File: src/rtl/dsi_pack_pkg.sv
// Shared types for the command packet packer.
// Assumes an 8-bit data type and a 16-bit byte count in the header.
package dsi_pack_pkg;
    localparam int DT_W  = 8;
    localparam int CNT_W = 16;
    localparam int HDR_W = DT_W + CNT_W;

    typedef enum logic [1:0] {
        RES_OK       = 2'd0,
        RES_LINK_OFF = 2'd1,
        RES_BAD_TYPE = 2'd2,
        RES_TIMEOUT  = 2'd3
    } result_e;

    typedef enum logic [1:0] {
        CLS_BAD,
        CLS_HDR_ONLY,
        CLS_LONG,
        CLS_NOP
    } class_e;

    typedef enum logic [1:0] {
        PH_IDLE,
        PH_PAYLOAD,
        PH_HEADER,
        PH_DRAIN
    } phase_e;
endpackage

File: src/rtl/dsi_type_decode.sv
// Sorts a packet data type into one of four handling classes.
// Purely combinational; types outside the known set are reported as bad.
module dsi_type_decode
    import dsi_pack_pkg::*;
(
    input  logic [DT_W-1:0] dtype,
    output class_e          cls
);
    // Map the data type onto its handling class.
    always_comb begin
        unique case (dtype)
            8'h03, 8'h13, 8'h23, 8'h05, 8'h15, 8'h37,
            8'h02, 8'h12, 8'h22, 8'h32:                cls = CLS_HDR_ONLY;
            8'h29, 8'h39:                              cls = CLS_LONG;
            8'h01, 8'h11, 8'h21, 8'h31,
            8'h08, 8'h09, 8'h19:                       cls = CLS_NOP;
            default:                                   cls = CLS_BAD;
        endcase
    end
endmodule

File: src/rtl/dsi_byte_packer.sv
// Packs an incoming byte stream into little-endian words.
// Assumes load arrives only while inactive; a word is offered once it
// is full or holds the last byte, and unused upper lanes stay zero.
module dsi_byte_packer
    import dsi_pack_pkg::*;
#(
    parameter int WORD_W = 32
) (
    input  logic              clk,
    input  logic              rst_n,
    input  logic              load,
    input  logic [CNT_W-1:0]  load_len,
    input  logic              active,
    input  logic              byte_valid,
    input  logic [7:0]        byte_data,
    output logic              byte_ready,
    output logic              pl_valid,
    output logic [WORD_W-1:0] pl_data,
    input  logic              pl_ready,
    output logic              last_word
);
    localparam int LANES  = WORD_W / 8;
    localparam int LANE_W = (LANES > 1) ? $clog2(LANES) : 1;

    logic [CNT_W-1:0]  remain_q;
    logic [LANE_W-1:0] lane_q;
    logic              full_q;
    logic [7:0]        lane_byte_q [LANES];
    logic              take;
    logic              ship;

    assign byte_ready = active && !full_q;
    assign take       = byte_valid && byte_ready;
    assign pl_valid   = full_q;
    assign ship       = full_q && pl_ready;
    assign last_word  = ship && (remain_q == '0);

    // Track remaining bytes, fill position and word-ready state.
    always_ff @(posedge clk) begin
        if (!rst_n) begin
            remain_q <= '0;
            lane_q   <= '0;
            full_q   <= 1'b0;
        end else if (load) begin
            remain_q <= load_len;
            lane_q   <= '0;
            full_q   <= 1'b0;
        end else if (ship) begin
            lane_q   <= '0;
            full_q   <= 1'b0;
        end else if (take) begin
            lane_q   <= lane_q + 1'b1;
            remain_q <= remain_q - 1'b1;
            if (lane_q == LANE_W'(LANES - 1) || remain_q == CNT_W'(1))
                full_q <= 1'b1;
        end
    end

    generate
        for (genvar g = 0; g < LANES; g++) begin : g_lane
            // Hold one byte lane; cleared after each shipped word.
            always_ff @(posedge clk) begin
                if (!rst_n || load || ship)
                    lane_byte_q[g] <= '0;
                else if (take && lane_q == LANE_W'(g))
                    lane_byte_q[g] <= byte_data;
            end
            assign pl_data[g*8 +: 8] = lane_byte_q[g];
        end
    endgenerate
endmodule

File: src/rtl/dsi_drain_timer.sv
// Waits for the payload FIFO to drain, with a cycle-count timeout.
// Assumes arm is pulsed once before run; a drain seen in the final
// window cycle takes priority over expiry.
module dsi_drain_timer #(
    parameter int TMO_W = 16
) (
    input  logic             clk,
    input  logic             rst_n,
    input  logic             arm,
    input  logic             run,
    input  logic             empty,
    input  logic [TMO_W-1:0] limit,
    output logic             drained,
    output logic             expired
);
    logic [TMO_W-1:0] wait_q;

    assign drained = run && empty;
    assign expired = run && !empty && (wait_q >= limit);

    // Count the cycles spent waiting without a drain.
    always_ff @(posedge clk) begin
        if (!rst_n || arm)
            wait_q <= '0;
        else if (run && !drained && !expired)
            wait_q <= wait_q + 1'b1;
    end
endmodule

File: src/rtl/dsi_cmd_packer.sv
// Command packet transmit packer: classifies a host command, streams the
// payload of long writes, then writes the header and waits for the drain.
// Assumes cmd_start is a single-cycle pulse; pulses while busy are dropped.
module dsi_cmd_packer
    import dsi_pack_pkg::*;
#(
    parameter int WORD_W = 32,
    parameter int TMO_W  = 16
) (
    input  logic              clk,
    input  logic              rst_n,
    input  logic              cmd_start,
    input  logic [7:0]        cmd_type,
    input  logic [7:0]        cmd_p0,
    input  logic [7:0]        cmd_p1,
    input  logic [15:0]       cmd_len,
    input  logic              link_ulps,
    input  logic [TMO_W-1:0]  tmo_limit,
    input  logic              byte_valid,
    input  logic [7:0]        byte_data,
    output logic              byte_ready,
    output logic              pl_valid,
    output logic [WORD_W-1:0] pl_data,
    input  logic              pl_ready,
    input  logic              pl_empty,
    output logic              hd_valid,
    output logic [23:0]       hd_data,
    input  logic              hd_ready,
    output logic              busy,
    output logic              done,
    output logic [1:0]        status
);
    phase_e           phase_q;
    class_e           cls;
    result_e          res_q;
    logic             done_q;
    logic             long_q;
    logic [HDR_W-1:0] hdr_q;
    logic             accept;
    logic             load_long;
    logic             last_word;
    logic             arm;
    logic             drained;
    logic             expired;

    dsi_type_decode u_decode (
        .dtype (cmd_type),
        .cls   (cls)
    );

    assign accept    = cmd_start && (phase_q == PH_IDLE);
    assign load_long = accept && !link_ulps && (cls == CLS_LONG);
    assign arm       = (phase_q == PH_HEADER) && hd_ready && long_q;

    dsi_byte_packer #(.WORD_W(WORD_W)) u_packer (
        .clk        (clk),
        .rst_n      (rst_n),
        .load       (load_long),
        .load_len   (cmd_len),
        .active     (phase_q == PH_PAYLOAD),
        .byte_valid (byte_valid),
        .byte_data  (byte_data),
        .byte_ready (byte_ready),
        .pl_valid   (pl_valid),
        .pl_data    (pl_data),
        .pl_ready   (pl_ready),
        .last_word  (last_word)
    );

    dsi_drain_timer #(.TMO_W(TMO_W)) u_timer (
        .clk     (clk),
        .rst_n   (rst_n),
        .arm     (arm),
        .run     (phase_q == PH_DRAIN),
        .empty   (pl_empty),
        .limit   (tmo_limit),
        .drained (drained),
        .expired (expired)
    );

    // Sequence each command through payload, header and drain phases.
    always_ff @(posedge clk) begin
        if (!rst_n) begin
            phase_q <= PH_IDLE;
            res_q   <= RES_OK;
            done_q  <= 1'b0;
            long_q  <= 1'b0;
            hdr_q   <= '0;
        end else begin
            done_q <= 1'b0;
            unique case (phase_q)
                PH_IDLE: begin
                    if (accept) begin
                        if (link_ulps) begin
                            done_q <= 1'b1;
                            res_q  <= RES_LINK_OFF;
                        end else begin
                            unique case (cls)
                                CLS_BAD: begin
                                    done_q <= 1'b1;
                                    res_q  <= RES_BAD_TYPE;
                                end
                                CLS_NOP: begin
                                    done_q <= 1'b1;
                                    res_q  <= RES_OK;
                                end
                                CLS_HDR_ONLY: begin
                                    hdr_q   <= {cmd_p1, cmd_p0, cmd_type};
                                    long_q  <= 1'b0;
                                    phase_q <= PH_HEADER;
                                end
                                CLS_LONG: begin
                                    hdr_q   <= {cmd_len[15:8], cmd_len[7:0], cmd_type};
                                    long_q  <= 1'b1;
                                    phase_q <= (cmd_len == '0) ? PH_HEADER : PH_PAYLOAD;
                                end
                            endcase
                        end
                    end
                end
                PH_PAYLOAD: begin
                    if (last_word)
                        phase_q <= PH_HEADER;
                end
                PH_HEADER: begin
                    if (hd_ready) begin
                        if (long_q) begin
                            phase_q <= PH_DRAIN;
                        end else begin
                            phase_q <= PH_IDLE;
                            done_q  <= 1'b1;
                            res_q   <= RES_OK;
                        end
                    end
                end
                PH_DRAIN: begin
                    if (drained || expired) begin
                        phase_q <= PH_IDLE;
                        done_q  <= 1'b1;
                        res_q   <= drained ? RES_OK : RES_TIMEOUT;
                    end
                end
            endcase
        end
    end

    assign hd_valid = (phase_q == PH_HEADER);
    assign hd_data  = hdr_q;
    assign busy     = (phase_q != PH_IDLE);
    assign done     = done_q;
    assign status   = res_q;
endmodule

File: config.mk
export PLATFORM = sky130hd
export DESIGN_NAME = dsi_cmd_packer
export DESIGN_NICKNAME = d
export VERILOG_FILES = /design/src/rtl/dsi_pack_pkg.sv /design/src/rtl/dsi_type_decode.sv /design/src/rtl/dsi_byte_packer.sv /design/src/rtl/dsi_drain_timer.sv /design/src/rtl/dsi_cmd_packer.sv
export SDC_FILE = /design/constraint.sdc
export NUM_CORES = 1
export LEC_CHECK = 0
export BUFFER_PORTS_ARGS = -buffer_cell sky130_fd_sc_hd__clkbuf_2
export CORE_MARGIN = 2
export CORE_UTILIZATION = 57
export DETAILED_ROUTE_END_ITERATION = 8
export PLACE_DENSITY = 0.82
export SYNTH_ARGS = -nofsm -noshare
export SYNTH_HDL_FRONTEND = slang
export SYNTH_SLANG_ARGS = --single-unit
File: constraint.sdc
create_clock -name clk -period 5.2 [get_ports clk]
set_input_delay 0.26 -clock clk [delete_from_list [all_inputs] [get_ports clk]]
set_output_delay 0.26 -clock clk [all_outputs]
set_load 0.02 [all_outputs]
==> key figures <==
STA
  • Hold Violations, Final: 0
  • Worst-margin pin slew: around 1100 ps
  • Minimum clock period: 2940 ps
  • Fin Clk Skew: around 15 ps
  • Finish-stage setup viols: 0
  • Tcrit/Tclk final: 0.565
  • RSZ-0062 raised after global routing: false
  • Setup_tns: 0 ps
  • Max Freq: between 0.3 and 0.4 GHz
  • Slew margin rel.: 0.277
  • Final Slew Violations: 0

Synth
  • Netlist cell types: 58
  • Mapped Cells: 546
  • Register area share after synthesis: 0.449
  • Flops & latches, synth: a little under 100
  • Leading area contributor after synthesis: dfxtp_1
  • Synth async-reset ratio: 0
  • Synth Flop Type: dfxtp_1
  • Synth warnings: 0
  • Post-synthesis net count: around 650
  • Leading post-synthesis cells by cell area: dfxtp_1, edfxtp_1, ha_1
  • EDFF count, synth: 32
  • Synth Cell Area: between 0.005 and 0.006 mm^2
  • Mapped Avg Cell Area: approximately 9 um^2
  • Top cell type's share of synthesized area: 0.258

Power and ir drop
  • PwrDens: 242 mW/mm^2
  • Maximum vdd drop: between 0.00015 and 0.0002 V
  • Pleak: between 2 and 3 nW

Floorplanning
  • DIE AREA: just under 0.01 mm^2
  • DIE WIDTH: roughly 98 um
  • Die height: ~100 um
  • Initial Utilization: 0.583
  • Core footprint: around 0.0086 mm^2
  • I/O Pins: ~140
  • Std cell rows: 34

Route
  • DR WL/cell: roughly 16 um
  • Top layer in use: met4
  • Pre-antenna DRT Iters: 5
  • Number of vias per cell: 5.76
  • Met1 WL: ~5000 um
  • DR iter-0 viols: 191
  • Met2 wire length: ~6000 um
  • Met3 routed WL: slightly below 1000 um
  • Drt drc: 0
  • Number of routed nets with antenna violations: 0
  • DR vias: 4,529
  • Drt total wl: between 10,000 and 15,000 um

Worst setup path
  • Worst r2r src: u_timer.wait_q[2]
  • Critical path launch point: cmd_type[1]
  • Crit path DAT: 3160 ps
  • CP endpoint kind: flip-flop
  • CP Max Fanout: 21
  • Worst setup SP type: primary input
  • Critical path's largest stage delay: ~430 ps
  • Critical path cell sequence: clkbuf_2, inv_1, ha_1, inv_1, o21ai_0, o21ai_0, a21o_1, a21o_1, ha_1, buf_4, nand3_1, nand3_1, nor2_1, and2_1
  • CP max stage cell: nand3_1
  • Crit Path Class: in -> reg
  • Worst Path Buf+Inv: 4
  • Crit path max-delay family: simple AND/OR/NAND/NOR gates
  • Worst Path Required: 5420 ps

Clock network
  • Clock-pin slew on the worst setup and hold paths: 100 ps
  • CTS max path bufs: 2
  • Clk sink count: 97
  • # H-tree levels: 3
  • CTS tree: done
  • CTS Hold Bufs: 0
  • TritonCTS Buffers: 9
  • Post-CTS sizing: 0
  • Worst-skew pair later-pin latency: about 370 ps
  • Setup Buffers After CTS: 0
  • Clk root buf: clkbuf_8

Placement
  • Routability congestion estimate: about 0.89
  • DP HPWL: around 9600 um
  • PortBufs: between 100 and 150

Layout
  • FF+latch area: 0.00226 mm^2
  • Layout cells sized above 1: 0.242
  • Final #Nets: a little under 800
  • Multi-input logic area: between 0.002 and 0.003 mm^2
  • Finished Core Util: 0.692
  • Ant diodes: 0
  • Area growth, synth to finish: 18.5%
  • FILL cells: around 730

Status
  • Status: finished clean

Worst hold path
  • Worst hold start: cmd_type[7]
  • HP Class: in -> reg

Global route
  • Vias in the first global route: roughly 4.4k
  • Gr usage total: 0.255
  • Largest net degree at the start of global routing: 36
  • Initial antenna violation count: 0
  • First-pass GRT wire length: 20,000 um
  • Final global-route overflow total: 0

Flow run
  • Max cap viols: 0
area by class of cell:
type                       instances  area share
clock buffer                       9      0.0207
clock inverter                     7      0.0109
inverter                          33      0.0207
multi-input combinational        395       0.430
sequential                        97       0.379
tap                              108      0.0226
timing repair buffer             137       0.116
power by group:
group / total (W) / switching, W / internal, W
clock: 0.000474 / 0.000287 / 0.000187
sequential: 0.000809 / 0.0000105 / 0.000799
combinational: 0.000161 / 0.000100 / 0.0000608
total: 0.00144 / 0.000397 / 0.00105
cell usage in the layout, fill, tap and decap left out, types with 2 or more instances in the layout:
cell       instances
a31oi_1            5
nor4_1             7
nor3_1             6
a32oi_1            2
o311ai_0           4
inv_6              3
clkbuf_2         134
nor3b_1            2
o211ai_1          10
xor2_1             5
dfxtp_1           65
nand2b_1           4
or3_1              2
or2_2              2
a21oi_1           28
edfxtp_1          32
clkbuf_8           9
xnor2_1            2
o21ai_0           14
nor2_1            40
nor2b_1            4
nand4_1            4
o211a_1           16
a211oi_1           2
mux2i_1           20
a21o_1             4
inv_8              2
and2_1            33
or4_1              9
nand3_1           19
buf_4              3
a21boi_0           7
inv_1             32
a221oi_1           2
o21a_1             2
nand2_1           79
o2111ai_1          4
ha_1              29
and3_1             7
o221a_2            2
registers in the layout, indices dropped and copies added (netlist names), 2 cells and up:
register	flops
phase_q	2
status	2
hd_data	24
u_packer.remain_q	16
u_timer.wait_q	16
u_packer.lane_byte_q	32
u_packer.lane_q	2
path summary, 6_finish.rpt:
kind,endpoint,slack (ps),depth (start not counted)
max,u_packer.lane_byte_q[1][0],2260,14
min,hd_data[7],150,3
max reg2reg,u_timer.wait_q[5],2370,7
min reg2reg,hd_data[0],470,2
per-layer routing:
layer	global-route usage	up-vias
met4	0.0940	0
met2	0.437	188
met1	0.314	2098
li1	-	2216
met5	0	-
met3	0.0608	27
cell usage after synthesis, types with 7 or more instances:
master    count
nand3_1      19
ha_1         29
mux2i_1      20
or4_1         9
nor2_1       40
and2_1       33
a21oi_1      28
and3_1        7
o21ai_0      14
o211ai_1     10
edfxtp_1     32
nand2_1      79
a21boi_0      7
clkbuf_1     16
nor4_1        7
inv_1        32
dfxtp_1      65
o211a_1      16
cell families after synthesis:
kind of cell	after synthesis	share of synthesized area
and+or+nand+nor	227	0.226
AOI/OAI and AO/OA	112	0.160
DFF	97	0.449
buffers and inverters	54	0.0410
adders and majority gates	29	0.0720
muxes	20	0.0397
xor gates and xnor gates	7	0.0122
through the flow:
stage / hold slack [ps] / total power [W] / setup slack (ps) / std cells / cell area (um^2)
final: 145 / 0.00144 / 2260 / 786 / 5970
after global placement: 449 / 0.000981 / 2120 / 770 / 5780
after floorplan: 396 / 0.000912 / 2640 / 546 / 5040
after detailed placement: 455 / 0.000987 / 1970 / 770 / 5780
after CTS: 131 / 0.00145 / 2360 / 786 / 5970
after global routing: 133 / 0.00150 / 1990 / 786 / 5970
worst reg2reg max path: cells and delay by family, from the launching register on:
family	cells	cell delay (ps)
AOI/OAI and AO/OA	4	1340
DFF	1	430
adders and majority gates	1	290
and+or+nand+nor	2	700
Power figures use the tool's default switching activity.
